**src/rtl/xmem_pkg.sv**
```systemverilog
package xmem_pkg;

    typedef enum logic [2:0] {
        ST_IDLE   = 3'd0,
        ST_ALE    = 3'd1,
        ST_AHOLD  = 3'd2,
        ST_SETUP  = 3'd3,
        ST_STROBE = 3'd4,
        ST_XWAIT  = 3'd5,
        ST_TAIL   = 3'd6
    } xm_state_e;

endpackage

```
**src/rtl/xmem_seq.sv**
```systemverilog
module xmem_seq
    import xmem_pkg::*;
(
    input  logic      clk,
    input  logic      rst_n,
    input  logic      cfg_en,
    input  logic      req_rd,
    input  logic      req_wr,
    input  logic      wt_q,
    output xm_state_e state,
    output logic      accept,
    output logic      last_strobe
);

    xm_state_e nxt;

    always_comb begin
        accept      = (state == ST_IDLE) && cfg_en && (req_rd || req_wr);
        last_strobe = ((state == ST_STROBE) && !wt_q) || (state == ST_XWAIT);
    end

    always_comb begin
        nxt = state;
        unique case (state)
            ST_IDLE:   nxt = accept ? ST_ALE : ST_IDLE;
            ST_ALE:    nxt = ST_AHOLD;
            ST_AHOLD:  nxt = ST_SETUP;
            ST_SETUP:  nxt = ST_STROBE;
            ST_STROBE: nxt = wt_q ? ST_XWAIT : ST_TAIL;
            ST_XWAIT:  nxt = ST_TAIL;
            ST_TAIL:   nxt = ST_IDLE;
            default:   nxt = ST_IDLE;
        endcase
        if (!cfg_en) begin
            nxt = ST_IDLE;
        end
    end

    always_ff @(posedge clk or negedge rst_n) begin
        if (!rst_n) begin
            state <= ST_IDLE;
        end else begin
            state <= nxt;
        end
    end


    ale_entry_chk: assert property (@(posedge clk) disable iff (!rst_n)
        (state == ST_ALE) |-> ($past(state) == ST_IDLE));


    disable_idle_chk: assert property (@(posedge clk) disable iff (!rst_n)
        !cfg_en |=> (state == ST_IDLE));

endmodule

```
**src/rtl/xmem_req.sv**
```systemverilog
module xmem_req
    import xmem_pkg::*;
#(
    parameter int ADDR_W = 16,
    parameter int DATA_W = 8
) (
    input  logic              clk,
    input  logic              rst_n,
    input  logic              accept,
    input  logic              last_strobe,
    input  logic              cfg_en,
    input  logic              cfg_wait,
    input  logic              req_wr,
    input  logic [ADDR_W-1:0] req_addr,
    input  logic [DATA_W-1:0] req_wdata,
    input  logic [DATA_W-1:0] ad_in,
    input  xm_state_e         state,
    output logic [ADDR_W-1:0] addr_q,
    output logic [DATA_W-1:0] wdata_q,
    output logic              is_wr_q,
    output logic              wt_q,
    output logic [DATA_W-1:0] rdata_q
);

    always_ff @(posedge clk or negedge rst_n) begin
        if (!rst_n) begin
            addr_q  <= '0;
            wdata_q <= '0;
            is_wr_q <= 1'b0;
            wt_q    <= 1'b0;
        end else if (accept) begin
            addr_q  <= req_addr;
            wdata_q <= req_wdata;
            is_wr_q <= req_wr;
            wt_q    <= cfg_wait;
        end
    end

    always_ff @(posedge clk or negedge rst_n) begin
        if (!rst_n) begin
            rdata_q <= '0;
        end else if (last_strobe && !is_wr_q && cfg_en) begin
            rdata_q <= ad_in;
        end
    end


    wait_hold_chk: assert property (@(posedge clk) disable iff (!rst_n)
        (state != ST_IDLE && $past(state) != ST_IDLE) |-> $stable(wt_q));

endmodule

```
**src/rtl/xmem_drv.sv**
```systemverilog
module xmem_drv
    import xmem_pkg::*;
#(
    parameter int ADDR_W = 16,
    parameter int DATA_W = 8
) (
    input  logic              clk,
    input  logic              rst_n,
    input  xm_state_e         state,
    input  logic [ADDR_W-1:0] addr_q,
    input  logic [DATA_W-1:0] wdata_q,
    input  logic              is_wr_q,
    output logic [DATA_W-1:0] ad_out,
    output logic              ad_oe,
    output logic [ADDR_W-DATA_W-1:0] addr_hi,
    output logic              ale,
    output logic              rd_n,
    output logic              wr_n,
    output logic              done,
    output logic              busy
);

    localparam int HI_W = ADDR_W - DATA_W;

    always_comb begin
        addr_hi = addr_q[ADDR_W-1 -: HI_W];
        ale     = 1'b0;
        ad_oe   = 1'b0;
        ad_out  = addr_q[DATA_W-1:0];
        rd_n    = 1'b1;
        wr_n    = 1'b1;
        done    = 1'b0;
        busy    = (state != ST_IDLE);
        unique case (state)
            ST_IDLE: begin
            end
            ST_ALE: begin
                ale   = 1'b1;
                ad_oe = 1'b1;
            end
            ST_AHOLD: begin
                ad_oe = 1'b1;
            end
            ST_SETUP: begin
                ad_oe  = is_wr_q;
                ad_out = wdata_q;
            end
            ST_STROBE, ST_XWAIT: begin
                ad_oe  = is_wr_q;
                ad_out = wdata_q;
                wr_n   = !is_wr_q;
                rd_n   = is_wr_q;
            end
            ST_TAIL: begin
                ad_oe  = is_wr_q;
                ad_out = wdata_q;
                done   = 1'b1;
            end
            default: begin
            end
        endcase
    end


    strobe_excl_chk: assert property (@(posedge clk) disable iff (!rst_n)
        (rd_n || wr_n));


    ale_fall_chk: assert property (@(posedge clk) disable iff (!rst_n)
        ($fell(ale) && busy) |-> (ad_oe && (ad_out == $past(ad_out))));


    read_release_chk: assert property (@(posedge clk) disable iff (!rst_n)
        !rd_n |-> !ad_oe);


    wr_rise_chk: assert property (@(posedge clk) disable iff (!rst_n)
        ($rose(wr_n) && busy) |-> (ad_oe && $stable(ad_out)));


    done_pulse_chk: assert property (@(posedge clk) disable iff (!rst_n)
        done |=> !done);

endmodule

```
**src/rtl/xmem_bus_ctrl.sv**
```systemverilog
module xmem_bus_ctrl
    import xmem_pkg::*;
#(
    parameter int ADDR_W = 16,
    parameter int DATA_W = 8
) (
    input  logic              clk,
    input  logic              rst_n,
    input  logic              cfg_en,
    input  logic              cfg_wait,
    input  logic              req_rd,
    input  logic              req_wr,
    input  logic [ADDR_W-1:0] req_addr,
    input  logic [DATA_W-1:0] req_wdata,
    output logic [DATA_W-1:0] rsp_rdata,
    output logic              rsp_done,
    output logic              busy,
    output logic [DATA_W-1:0] ad_out,
    output logic              ad_oe,
    input  logic [DATA_W-1:0] ad_in,
    output logic [ADDR_W-DATA_W-1:0] addr_hi,
    output logic              ale,
    output logic              rd_n,
    output logic              wr_n
);

    xm_state_e         state;
    logic              accept;
    logic              last_strobe;
    logic [ADDR_W-1:0] addr_q;
    logic [DATA_W-1:0] wdata_q;
    logic              is_wr_q;
    logic              wt_q;

    xmem_seq u_seq (
        .clk         (clk),
        .rst_n       (rst_n),
        .cfg_en      (cfg_en),
        .req_rd      (req_rd),
        .req_wr      (req_wr),
        .wt_q        (wt_q),
        .state       (state),
        .accept      (accept),
        .last_strobe (last_strobe)
    );

    xmem_req #(.ADDR_W(ADDR_W), .DATA_W(DATA_W)) u_req (
        .clk         (clk),
        .rst_n       (rst_n),
        .accept      (accept),
        .last_strobe (last_strobe),
        .cfg_en      (cfg_en),
        .cfg_wait    (cfg_wait),
        .req_wr      (req_wr),
        .req_addr    (req_addr),
        .req_wdata   (req_wdata),
        .ad_in       (ad_in),
        .state       (state),
        .addr_q      (addr_q),
        .wdata_q     (wdata_q),
        .is_wr_q     (is_wr_q),
        .wt_q        (wt_q),
        .rdata_q     (rsp_rdata)
    );

    xmem_drv #(.ADDR_W(ADDR_W), .DATA_W(DATA_W)) u_drv (
        .clk     (clk),
        .rst_n   (rst_n),
        .state   (state),
        .addr_q  (addr_q),
        .wdata_q (wdata_q),
        .is_wr_q (is_wr_q),
        .ad_out  (ad_out),
        .ad_oe   (ad_oe),
        .addr_hi (addr_hi),
        .ale     (ale),
        .rd_n    (rd_n),
        .wr_n    (wr_n),
        .done    (rsp_done),
        .busy    (busy)
    );

endmodule

```
**config.mk**
```make
export PLATFORM = sky130hd
export DESIGN_NAME = xmem_bus_ctrl
export DESIGN_NICKNAME = d
export VERILOG_FILES = /design/src/rtl/xmem_pkg.sv /design/src/rtl/xmem_seq.sv /design/src/rtl/xmem_req.sv /design/src/rtl/xmem_drv.sv /design/src/rtl/xmem_bus_ctrl.sv
export SDC_FILE = /design/constraint.sdc
export NUM_CORES = 1
export LEC_CHECK = 0
export ABC_AREA = 1
export ABC_CLOCK_PERIOD_IN_PS = 1300
export BUFFER_PORTS_ARGS = -buffer_cell sky130_fd_sc_hd__buf_2
export CORE_MARGIN = 3
export CORE_UTILIZATION = 45
export CTS_CLUSTER_SIZE = 14
export DETAILED_ROUTE_END_ITERATION = 10
export GPL_TIMING_DRIVEN = 1
export PLACE_DENSITY = 0.76
export SKIP_CTS_REPAIR_TIMING = 1
export SKIP_LAST_GASP = 1
export SLEW_MARGIN = 20
export SYNTH_ARGS = -nofsm -noshare
export SYNTH_HDL_FRONTEND = slang
export SYNTH_HIERARCHICAL = 1
export SYNTH_SLANG_ARGS = --single-unit
```
**constraint.sdc**
```tcl
create_clock -name clk -period 1.3 [get_ports clk]
set_input_delay 0.26 -clock clk [delete_from_list [all_inputs] [get_ports clk]]
set_output_delay 0.26 -clock clk [all_outputs]
set_load 0.005 [all_outputs]
```
==> results by group <==
Job
  – MaxCap Viol Count: 0

Timing
  – Max-slew violations: 0
  – Fmax achieved: between 500 and 600 MHz
  – Layout Skew: ~0.008 ns
  – Worst Setup Slack, final: -0.398 ns
  – Final setup fails: 46
  – Final Hold Fails: 0
  – Post-layout min period: 1.70 ns
  – Worst-Margin Slew: 0.380 ns
  – Relative slew margins: 74.7%
  – Tcrit/Tclk final: 131%
  – RSZ-0062 raised after global routing: true

GRT
  – Total grt overflow: 0
  – Pin count of the biggest net entering global routing: 38
  – Global-route wire length before repair: 7090 µm
  – Total track usage: 17.5%
  – Via count of the first global-routing pass: about 1700
  – Initial antenna violation count: 0

Drt
  – Wire length per cell: about 14 µm
  – First-pass iteration count of the detailed router: 4
  – Met3 WL: 391 µm
  – Met1 WL: 2070 µm
  – Avg Vias per Cell: 4.84
  – Post-route antenna net violation count: 0
  – Metal2 WL: 2610 µm
  – DR DRC count: 0
  – Final wirelength: about 5000 µm
  – Via count: between 1500 and 2000
  – Top routing layer in use: met4
  – DRT iter0 DRCs: 175

Critical path
  – Crit path arrival time: 1.44 ns
  – CP Max Fanout: 7
  – CP Launch Type: register
  – Critical Path RT: 1.04 ns
  – Crit path kind: reg2out
  – Setup crit end kind: output pin

Clock tree
  – CTS Buffer Depth: 2
  – CTS Buf Count: 5
  – CTS tree: done
  – Root Buffer: clkbuf_8
  – Clk slew on worst S/H paths: roughly 0.080 ns
  – CTS H-tree lvls: 2
  – Clock Latency Late Sink: between 0.2 and 0.3 ns
  – Clock sinks: 37

Floorplan
  – DIE WIDTH: 71.5 µm
  – Num rows: 23
  – Die Area: 5110 µm²
  – Die Ht: 71.5 µm
  – Initial Util: 47.5%
  – I/O pin count: 68
  – Area of the core: 4060 µm²

Final layout
  – Final-stage net count: 349
  – Area grow syn2layout: 41.5%
  – Ant diodes: 0
  – Fillers: 328
  – Final Util: 67.2%
  – Layout cell share with drive strength beyond 1: between 40 and 50%

Power and ir drop
  – Leak Pwr: 1.46 nW
  – Pwr dens: 1500 nW/µm²
  – Peak VDD IR: 0.000699 V

Logic synthesis
  – Synth area leaders: dfrtp_1, nand2_1, o21ai_2, inv_1, buf_4
  – Commonest cells in the synthesized netlist: nand2_1, dfrtp_1, inv_1, o21ai_2, nand3_1
  – Synth Cell Area: 1930 µm²
  – Synth top area share: 48.0%
  – Synth Register Bits: 37
  – Netlist cell types: 21
  – Syn Area/Cell: 8.72 µm²
  – Count leader, synth: nand2_1
  – Yosys top cell by area: dfrtp_1
  – EDFF count, synth: 0
  – Syn Inst Count: 221
  – Post-synthesis sequential area ratio: 48.0%
  – YS warnings: 6
  – Synth Flop Type: dfrtp_1
  – Mapped Nets: 259
  – Ys async rst share: 100%

Run status
  – Violated checks: negative setup slack
  – Run status: complete, but fails checks

Placement
  – GP Congestion: 0.851
  – Port Buffers: 67
  – Place WS: -0.0928 ns
  – Detailed Place HPWL: 3210 µm

Min path
  – Worst Hold Class: in2reg
==> cell usage in the layout, fill, tap and decap left out <==
| master | instances |
|---|---|
| a211oi_1 | 1 |
| a21oi_1 | 2 |
| a21oi_2 | 1 |
| buf_12 | 5 |
| buf_2 | 67 |
| buf_4 | 15 |
| buf_6 | 5 |
| clkbuf_1 | 1 |
| clkbuf_16 | 4 |
| clkbuf_8 | 5 |
| clkinv_2 | 2 |
| dfrtp_1 | 35 |
| dfrtp_2 | 2 |
| dlygate4sd3_1 | 1 |
| inv_1 | 31 |
| inv_2 | 4 |
| inv_4 | 1 |
| nand2_1 | 55 |
| nand2_2 | 10 |
| nand2_4 | 1 |
| nand3_1 | 11 |
| nand3_2 | 2 |
| nand3_4 | 4 |
| nand4_1 | 8 |
| nor2_1 | 5 |
| nor2_2 | 1 |
| nor2_4 | 3 |
| o21ai_0 | 2 |
| o21ai_1 | 5 |
| o21ai_2 | 21 |
| o21ai_4 | 1 |
| or2_2 | 1 |
==> per-stage QoR <==
step                setup TNS [ns]  area [µm²]  instances  hold WS (ns)  total power (W)
floorplan                        0        1930        221       -0.0356          0.00257
global placement            -0.805        2320        338         0.195          0.00294
detailed placement           -1.73        2320        338         0.198          0.00299
CTS                          -6.51        2400        346        -0.122          0.00376
global route                -12.44        2730        362         0.177          0.00435
finish                       -9.45        2730        362         0.170          0.00408
==> sequential cells by signal, summed over array words and instances, names as in the netlist <==
| register | cells |
|---|---|
| u_seq/state | 3 |
| u_req/wt_q | 1 |
| u_req/is_wr_q | 1 |
| u_req/addr_q | 16 |
| u_req/rdata_q | 8 |
| u_req/wdata_q | 8 |
==> worst paths after layout <==
| check | from | endpoint | slack (ns) | depth (start not counted) |
|---|---|---|---|---|
| setup / recovery | u_seq/state[1]$_DFF_PN0_ | ad_out[4] | -0.40 | 6 |
| hold / removal | req_addr[15] | u_req/addr_q[15]$_DFFE_PN0P_ | 0.17 | 3 |
| setup reg to reg | u_seq/state[2]$_DFF_PN0_ | u_req/wdata_q[5]$_DFFE_PN0P_ | -0.21 | 9 |
| hold reg to reg | u_req/rdata_q[6]$_DFFE_PN0P_ | u_req/rdata_q[6]$_DFFE_PN0P_ | 0.49 | 2 |
| max in group asynchronous | rst_n | u_seq/state[1]$_DFF_PN0_ | 0.44 | 3 |
| min in group asynchronous | rst_n | u_req/rdata_q[0]$_DFFE_PN0P_ | 0.41 | 2 |
==> critical path, stage by stage, from the launching register on <==
cell     delay, ns
dfrtp_2       0.48
buf_4         0.17
nand3_4       0.10
nand3_2       0.12
nand2_1       0.10
nand2_1       0.06
buf_2         0.12
==> metal layers <==
metal	track usage (%)	vias to the layer above
met2	29.0	68
met3	4.91	6
met5	0	-
met4	5.64	0
li1	-	869
met1	22.1	810
==> layout make-up <==
| type | count | area, µm² | share of cell area (%) |
|---|---|---|---|
| clock buffers | 6 | 72.6 | 2.66 |
| clock inverters | 2 | 10.0 | 0.367 |
| inverters | 36 | 138 | 5.05 |
| multi-input cells | 134 | 802 | 29.4 |
| flip-flops and latches | 37 | 928 | 34.0 |
| well taps | 50 | 62.6 | 2.29 |
| repair buffers | 97 | 714 | 26.2 |
==> where the power goes <==
part / internal (W) / leakage (nW) / switching, W
Sequential: 0.00150 / 0.467 / 0.000231
Combinational: 0.000782 / 0.953 / 0.000800
Clock: 0.000371 / 0.0450 / 0.000402
Total: 0.00265 / 1.46 / 0.00143
==> logic make-up (layout without fill, tap and decap cells) <==
kind of cell | count (synthesis) | after routing | share of synthesized area [%]
AO/OA/AOI/OAI | 33 | 33 | 13.2
AND/OR/NAND/NOR | 99 | 101 | 23.6
buffers and inverters | 52 | 141 | 15.2
flip-flops | 37 | 37 | 48.0
Note: power is estimated with default switching activity, not from simulation.
